--- config.mk ---
export PLATFORM = sky130hd
export DESIGN_NAME = dt_gate_seq
export DESIGN_NICKNAME = d
export VERILOG_FILES = /design/src/rtl/dt_gate_pkg.sv /design/src/rtl/dt_sense_sync.sv /design/src/rtl/dt_cfg_latch.sv /design/src/rtl/dt_seq_fsm.sv /design/src/rtl/dt_gate_seq.sv
export SDC_FILE = /design/constraint.sdc
export NUM_CORES = 1
export LEC_CHECK = 0
export BUFFER_PORTS_ARGS = -buffer_cell sky130_fd_sc_hd__buf_2
export CAP_MARGIN = 20
export CORE_ASPECT_RATIO = 1.25
export CORE_MARGIN = 2
export CORE_UTILIZATION = 65
export CTS_BUF_LIST = sky130_fd_sc_hd__clkbuf_2
export CTS_CLUSTER_SIZE = 10
export DETAILED_ROUTE_END_ITERATION = 10
export PLACE_DENSITY = 0.95
export REMOVE_ABC_BUFFERS = 1
export SLEW_MARGIN = 20
export SYNTH_ARGS = -nofsm -noshare
export SYNTH_HDL_FRONTEND = slang
export SYNTH_HIERARCHICAL = 1
export SYNTH_SLANG_ARGS = --single-unit
--- constraint.sdc ---
create_clock -name clk -period 3.41 [get_ports clk]
set_input_delay 0.682 -clock clk [delete_from_list [all_inputs] [get_ports clk]]
set_output_delay 0.682 -clock clk [all_outputs]
set_load 0.03 [all_outputs]
--- src/rtl/dt_gate_pkg.sv ---
package dt_gate_pkg;

    typedef enum logic [2:0] {
        ST_IDLE    = 3'd0,
        ST_WAIT_HI = 3'd1,
        ST_DLY_LO  = 3'd2,
        ST_LO_ON   = 3'd3,
        ST_WAIT_LO = 3'd4,
        ST_DLY_HI  = 3'd5,
        ST_HI_ON   = 3'd6,
        ST_FAULT   = 3'd7
    } seq_state_e;

    function automatic int unsigned cnt_width(int unsigned a, int unsigned b);
        return ((a > b) ? a : b) + 1;
    endfunction

endpackage

--- src/rtl/dt_sense_sync.sv ---
module dt_sense_sync #(
    parameter int unsigned N_FLAGS = 2,
    parameter int unsigned STAGES  = 2
) (
    input  logic               clk,
    input  logic               rst_n,
    input  logic [N_FLAGS-1:0] raw_i,
    output logic [N_FLAGS-1:0] sync_o
);
    for (genvar g = 0; g < N_FLAGS; g++) begin : g_flag
        logic [STAGES-1:0] pipe_d, pipe_q;

        always_comb begin
            pipe_d = {pipe_q[STAGES-2:0], raw_i[g]};
        end

        always_ff @(posedge clk) begin
            if (!rst_n) pipe_q <= '0;
            else        pipe_q <= pipe_d;
        end

        assign sync_o[g] = pipe_q[STAGES-1];
    end
endmodule

--- src/rtl/dt_cfg_latch.sv ---
module dt_cfg_latch #(
    parameter int unsigned DLY_W = 6,
    parameter int unsigned TMO_W = 8
) (
    input  logic             clk,
    input  logic             rst_n,
    input  logic [DLY_W-1:0] dly_h2l_i,
    input  logic [DLY_W-1:0] dly_l2h_i,
    input  logic [TMO_W-1:0] tmo_i,
    output logic [DLY_W-1:0] dly_h2l_o,
    output logic [DLY_W-1:0] dly_l2h_o,
    output logic [TMO_W-1:0] tmo_o
);
    typedef struct packed {
        logic [DLY_W-1:0] h2l;
        logic [DLY_W-1:0] l2h;
        logic [TMO_W-1:0] tmo;
    } cfg_t;

    cfg_t cfg_d, cfg_q;

    always_comb begin
        cfg_d = cfg_q;
        if (!rst_n) begin
            cfg_d.h2l = dly_h2l_i;
            cfg_d.l2h = dly_l2h_i;
            cfg_d.tmo = tmo_i;
        end
    end

    always_ff @(posedge clk) begin
        cfg_q <= cfg_d;
    end

    assign dly_h2l_o = cfg_q.h2l;
    assign dly_l2h_o = cfg_q.l2h;
    assign tmo_o     = cfg_q.tmo;


    cfg_frozen_chk: assert property (@(posedge clk) disable iff (!rst_n)
        1'b1 |=> $stable(cfg_q));
endmodule

--- src/rtl/dt_seq_fsm.sv ---
module dt_seq_fsm
    import dt_gate_pkg::*;
#(
    parameter int unsigned DLY_W = 6,
    parameter int unsigned TMO_W = 8
) (
    input  logic             clk,
    input  logic             rst_n,
    input  logic             run_en,
    input  logic             cmd_hi,
    input  logic             hi_off,
    input  logic             lo_off,
    input  logic [DLY_W-1:0] dly_h2l,
    input  logic [DLY_W-1:0] dly_l2h,
    input  logic [TMO_W-1:0] tmo,
    output logic             hi_en,
    output logic             lo_en,
    output logic             fault
);
    localparam int unsigned CW = cnt_width(DLY_W, TMO_W);

    typedef struct packed {
        seq_state_e    st;
        logic [CW-1:0] cnt;
        logic          hi;
        logic          lo;
        logic          flt;
    } seq_t;

    seq_t s_d, s_q;

    logic [CW-1:0] h2l_w, l2h_w, tmo_w;
    assign h2l_w = CW'(dly_h2l);
    assign l2h_w = CW'(dly_l2h);
    assign tmo_w = CW'(tmo);

    always_comb begin
        s_d = s_q;
        if (!run_en && s_q.st != ST_FAULT) begin
            s_d.st  = ST_IDLE;
            s_d.cnt = '0;
        end else begin
            unique case (s_q.st)
                ST_IDLE: begin
                    s_d.cnt = '0;
                    s_d.st  = cmd_hi ? ST_WAIT_LO : ST_WAIT_HI;
                end
                ST_WAIT_HI: begin
                    if (cmd_hi) begin
                        s_d.st  = ST_WAIT_LO;
                        s_d.cnt = '0;
                    end else if (hi_off) begin
                        if (h2l_w == '0) begin
                            s_d.st = ST_LO_ON;
                        end else begin
                            s_d.st  = ST_DLY_LO;
                            s_d.cnt = CW'(1);
                        end
                    end else if (s_q.cnt == tmo_w) begin
                        s_d.st = ST_FAULT;
                    end else begin
                        s_d.cnt = s_q.cnt + 1'b1;
                    end
                end
                ST_DLY_LO: begin
                    if (cmd_hi) begin
                        s_d.st  = ST_WAIT_LO;
                        s_d.cnt = '0;
                    end else if (s_q.cnt >= h2l_w) begin
                        s_d.st = ST_LO_ON;
                    end else begin
                        s_d.cnt = s_q.cnt + 1'b1;
                    end
                end
                ST_LO_ON: begin
                    if (cmd_hi) begin
                        s_d.st  = ST_WAIT_LO;
                        s_d.cnt = '0;
                    end
                end
                ST_WAIT_LO: begin
                    if (!cmd_hi) begin
                        s_d.st  = ST_WAIT_HI;
                        s_d.cnt = '0;
                    end else if (lo_off) begin
                        if (l2h_w == '0) begin
                            s_d.st = ST_HI_ON;
                        end else begin
                            s_d.st  = ST_DLY_HI;
                            s_d.cnt = CW'(1);
                        end
                    end else if (s_q.cnt == tmo_w) begin
                        s_d.st = ST_FAULT;
                    end else begin
                        s_d.cnt = s_q.cnt + 1'b1;
                    end
                end
                ST_DLY_HI: begin
                    if (!cmd_hi) begin
                        s_d.st  = ST_WAIT_HI;
                        s_d.cnt = '0;
                    end else if (s_q.cnt >= l2h_w) begin
                        s_d.st = ST_HI_ON;
                    end else begin
                        s_d.cnt = s_q.cnt + 1'b1;
                    end
                end
                ST_HI_ON: begin
                    if (!cmd_hi) begin
                        s_d.st  = ST_WAIT_HI;
                        s_d.cnt = '0;
                    end
                end
                default: begin
                    s_d.st = ST_FAULT;
                end
            endcase
        end
        s_d.hi  = (s_d.st == ST_HI_ON);
        s_d.lo  = (s_d.st == ST_LO_ON);
        s_d.flt = (s_d.st == ST_FAULT);
    end

    always_ff @(posedge clk) begin
        if (!rst_n) begin
            s_q.st  <= ST_IDLE;
            s_q.cnt <= '0;
            s_q.hi  <= 1'b0;
            s_q.lo  <= 1'b0;
            s_q.flt <= 1'b0;
        end else begin
            s_q <= s_d;
        end
    end

    assign hi_en = s_q.hi;
    assign lo_en = s_q.lo;
    assign fault = s_q.flt;


    no_overlap_chk: assert property (@(posedge clk) disable iff (!rst_n)
        !(hi_en && lo_en));

    hi_drop_chk: assert property (@(posedge clk) disable iff (!rst_n)
        (hi_en && run_en && !cmd_hi) |=> !hi_en);

    lo_drop_chk: assert property (@(posedge clk) disable iff (!rst_n)
        (lo_en && run_en && cmd_hi) |=> !lo_en);

    lo_gate_chk: assert property (@(posedge clk) disable iff (!rst_n)
        (s_q.st == ST_WAIT_HI && !hi_off) |=> !lo_en);

    hi_gate_chk: assert property (@(posedge clk) disable iff (!rst_n)
        (s_q.st == ST_WAIT_LO && !lo_off) |=> !hi_en);

    fault_sticky_chk: assert property (@(posedge clk) disable iff (!rst_n)
        fault |=> fault);

    fault_quiet_chk: assert property (@(posedge clk) disable iff (!rst_n)
        fault |-> (!hi_en && !lo_en));

    idle_off_chk: assert property (@(posedge clk) disable iff (!rst_n)
        !run_en |=> (!hi_en && !lo_en));
endmodule

--- src/rtl/dt_gate_seq.sv ---
module dt_gate_seq #(
    parameter int unsigned DLY_W = 6,
    parameter int unsigned TMO_W = 8
) (
    input  logic             clk,
    input  logic             rst_n,
    input  logic             run_en,
    input  logic             pwm_cmd,
    input  logic             hi_off_raw,
    input  logic             lo_off_raw,
    input  logic [DLY_W-1:0] dly_h2l_cfg,
    input  logic [DLY_W-1:0] dly_l2h_cfg,
    input  logic [TMO_W-1:0] tmo_cfg,
    output logic             hi_gate_en,
    output logic             lo_gate_en,
    output logic             sense_fault
);
    localparam int unsigned N_FLAGS = 2;
    localparam int unsigned HI_IDX  = 0;
    localparam int unsigned LO_IDX  = 1;

    logic [N_FLAGS-1:0] flags_sync;
    logic [DLY_W-1:0]   h2l_q, l2h_q;
    logic [TMO_W-1:0]   tmo_q;

    dt_sense_sync #(.N_FLAGS(N_FLAGS), .STAGES(2)) u_sync (
        .clk    (clk),
        .rst_n  (rst_n),
        .raw_i  ({lo_off_raw, hi_off_raw}),
        .sync_o (flags_sync)
    );

    dt_cfg_latch #(.DLY_W(DLY_W), .TMO_W(TMO_W)) u_cfg (
        .clk       (clk),
        .rst_n     (rst_n),
        .dly_h2l_i (dly_h2l_cfg),
        .dly_l2h_i (dly_l2h_cfg),
        .tmo_i     (tmo_cfg),
        .dly_h2l_o (h2l_q),
        .dly_l2h_o (l2h_q),
        .tmo_o     (tmo_q)
    );

    dt_seq_fsm #(.DLY_W(DLY_W), .TMO_W(TMO_W)) u_fsm (
        .clk     (clk),
        .rst_n   (rst_n),
        .run_en  (run_en),
        .cmd_hi  (pwm_cmd),
        .hi_off  (flags_sync[HI_IDX]),
        .lo_off  (flags_sync[LO_IDX]),
        .dly_h2l (h2l_q),
        .dly_l2h (l2h_q),
        .tmo     (tmo_q),
        .hi_en   (hi_gate_en),
        .lo_en   (lo_gate_en),
        .fault   (sense_fault)
    );
endmodule

==> parameters.txt <==
Parameter                              Value

Synthesis
  Per-instance average area after synthesis ... 10.26 sq um
  Most frequent cell after synthesis ... edfxtp_1
  Summed instance area of the synthesized netlist ... 2338 sq um
  Top-area cell type share of the netlist area ... 25.68%
  Total number of yosys warnings ... 6
  Count of distinct cell types in the synthesized netlist ... 60
  Count of flip-flops with a built-in enable after synthesis ... 20
  Share of synthesized registers carrying an async set or reset ... 0%
  Top cell types by occurrence after synthesis ... edfxtp_1, dfxtp_1, nand2_1
  Cell type contributing the most total cell area after synthesis ... edfxtp_1
  Largest cells by area after synthesis ... edfxtp_1, dfxtp_1, ha_1
  Most frequently used flop master after synthesis ... edfxtp_1
  Number of instances in the synthesized netlist ... 228
  Number of flip-flops and latches in the synthesized netlist ... 39
  Sequential cell area fraction in the yosys report ... 41.95%

Critical path
  Worst setup path category ... register to register
  Required time reported for the critical path endpoint ... 3.70 ns
  Cells along the critical path ... ha_1 > a21o_2 > a211o_1 > a222oi_1 > a2bb2oi_1 > nor2b_2 > a311oi_1
  CP Launch Type ... register
  Critical R2R Capture ... u_fsm/s_q[10]$_SDFFE_PP0P_
  Critical-path maximum fanout ... 9
  Critical path capture point type ... register
  Slack of the worst reg-to-reg path ... 0.55 ns
  CP peak stage delay ... 0.56 ns
  Count of buffering cells on the critical path with inverters included ... 0
  Crit Reg-Reg Startpoint ... u_fsm/s_q[7]$_SDFFE_PP0P_
  Cell count of the worst reg-to-reg path ... 7
  Crit-path slowest cell ... dfxtp_1
  Worst path arrival time ... 3.15 ns
  Gate family responsible for the most delay along the worst path ... compound AO/OA/AOI/OAI gates

Final layout
  Final-layout fill cell count ... 269
  Ant. Diodes ... 0
  Proportion of layout cells with a drive suffix above 1 ... 18.58%
  Core Util, Final ... 71.67%
  Layout-stage area growth over the synthesis result ... 5.832%
  Final layout net count ... 291

Power
  Part of the power in the clock network ... 25.4%
  Combinational power share ... 10.2%
  Switch share ... 27.32%
  Overall power ... 0.8314 mW
  Total power density per cell area ... 335.9 nW/um^2
  Flop pwr share ... 64.4%
  Switching power total ... 0.2271 mW
  Static Leak ... 1.088 nW
  IR Drop Worst-Case VDD ... 0.3291 mV
  Cell internal pwr ... 0.6042 mW

Die
  Number of core rows ... 24
  Starting utilization of the core area ... 67.72%
  Number of ports placed on the die boundary ... 29
  Core Box Area ... 3453 sq um
  DIE HEIGHT ... 71.06 um
  Die width ... 57.65 um
  Area of the die ... 4097 sq um

Timing
  Unrepaired setup endpoints after global routing ... no
  Slew headroom ... 47.40%
  Clock period minus worst slack ... 2.860 ns
  Final worst clock skew ... 0.02203 ns
  Final Hold Fails ... 0
  Measured slew at the worst slew-check pin ... 0.7882 ns
  Number of pins with negative max-slew slack in the final report ... 0
  Count of endpoints failing setup in the final report ... 0
  Maximum clock rate ... 0.3496 GHz
  Final critical-path share of the clock period ... 83.87%
  Fin Setup TNS ... 0 ns
  Smallest hold slack ... 0.4276 ns

Clock tree
  Number of buffers added by the clock tree synthesis step ... 5
  Maximum count of clock buffers along a single path ... 2
  Number of sinks handled by clock tree synthesis ... 39
  Post-CTS setup buffer count ... 0
  Clock latency on the worst-skew pair ... 0.41 ns
  Post-cts hold buffer count ... 0
  Deepest level of the CTS H-tree ... 2
  Clock tree from TritonCTS ... done
  Clock root buffer ... clkbuf_2
  Number of instances resized during post-cts repair ... 0
  Worst-path clk slew ... 0.22 ns

Detailed routing
  Number of vias in the routed layout ... 1950
  First drt pass iteration count ... 5
  Remaining design rule violation count ... 0
  Routed length per instance ... 17.71 um
  Iteration-0 DRC Markers ... 140
  Final Routed Wirelength ... 5172 um
  Final ANT Viol Nets ... 0
  Vias per std cell ... 6.678

Global route
  Via count of the first global-routing pass ... 1878
  Initial antenna violation count ... 0
  Wire length of the first global-routing pass ... 8362 um
  Tot GR Track Use ... 26.51%
  Maximum number of pins on one net before global-route repair ... 21
  Total global routing overflow ... 0

Worst hold path
  Path type of the worst min-delay path ... primary input to register
  Cell depth of the worst min-delay path ... 1
  Hold wc startpoint ... dly_l2h_cfg[0]
  Sink of the worst hold path ... u_cfg/dly_l2h_o[0]$_DFFE_PN_

Placed design
  IO Port Bufs ... 28
  Half-perimeter wire length after detailed placement ... 3679 um
  Routability cong. ... 0.9615

Flow run
  Number of max-cap violations ... 0

Outcome
  Status ... complete, no violations
==> cell type report <==
| cell class | instances | area, sq um | area share [%] |
|---|---|---|---|
| inverter | 16 | 60.06 | 2.427 |
| timing repair buffer | 28 | 140.1 | 5.662 |
| clock buffer | 5 | 25.02 | 1.011 |
| tap | 39 | 48.80 | 1.972 |
| clock inverter | 3 | 20.02 | 0.8089 |
| sequential | 39 | 980.9 | 39.64 |
| multi-input combinational | 162 | 1200 | 48.48 |
==> power by group through the flow <==
stage               Sequential (mW)  Clock, mW  Combinational [mW]
finish                        0.535      0.211              0.0852
global route                  0.538      0.230              0.0942
global placement              0.544          0              0.0781
detailed placement            0.545          0              0.0835
floorplan                     0.540          0              0.0535
CTS                           0.535      0.212              0.0838
==> logic make-up after synthesis <==
kind of cell	Yosys count	share of synthesized area [%]
fa+ha+maj	13	6.956
simple gates	76	19.90
xor+xnor	9	3.371
mux	7	2.996
compound gates	57	18.09
buf+inv	27	6.742
flops	39	41.95
==> worst max path at each step <==
stage | cells past startpoint | start | end
global placement | 7 | u_fsm/s_q[7]$_SDFFE_PP0P_ | u_fsm/s_q[10]$_SDFFE_PP0P_
detailed placement | 7 | u_fsm/s_q[7]$_SDFFE_PP0P_ | u_fsm/s_q[10]$_SDFFE_PP0P_
floorplan | 7 | u_fsm/s_q[7]$_SDFFE_PP0P_ | u_fsm/s_q[10]$_SDFFE_PP0P_
global route | 7 | u_fsm/s_q[7]$_SDFFE_PP0P_ | u_fsm/s_q[7]$_SDFFE_PP0P_
CTS | 7 | u_fsm/s_q[7]$_SDFFE_PP0P_ | u_fsm/s_q[6]$_SDFFE_PP0P_
finish | 7 | u_fsm/s_q[7]$_SDFFE_PP0P_ | u_fsm/s_q[10]$_SDFFE_PP0P_
==> registers in the layout, summed over array words and instances (netlist names) <==
register	cells
u_fsm/s_q	12
u_cfg/tmo_o	8
u_cfg/dly_h2l_o	6
u_cfg/dly_l2h_o	6
u_sync/g_flag.pipe_q	4
u_fsm/fault	1
u_fsm/hi_en	1
u_fsm/lo_en	1
==> cell usage in the layout (no fill, tap or decap), types with 5 or more instances in the layout <==
cell and n:
and3_1 7, o221ai_1 5, edfxtp_1 20, a21boi_0 6, a21oi_1 7, buf_2 28, nor3b_1 5, and2_1 5
xnor2_1 5, mux2i_1 7, dfxtp_1 19, clkbuf_2 5, nand2_1 19, ha_1 13, nor2_1 6, inv_1 16
a31oi_1 5
==> metal layers <==
layer,vias up,wire (um),global-route usage [%]
li1,906,-,-
met1,915,1954,31.15
met2,114,2663,45.96
met3,15,443,4.936
met4,0,110,12.40
met5,-,0,0
==> through the flow <==
stage,cells,area (sq um),worst slack (ns)
after floorplan,217,2241,1.103
after global placement,284,2430,0.7089
after detailed placement,284,2430,0.6493
after CTS,292,2475,0.6267
after global routing,292,2475,0.4811
final,292,2475,0.5499
Note: power is estimated with default switching activity, not from simulation.
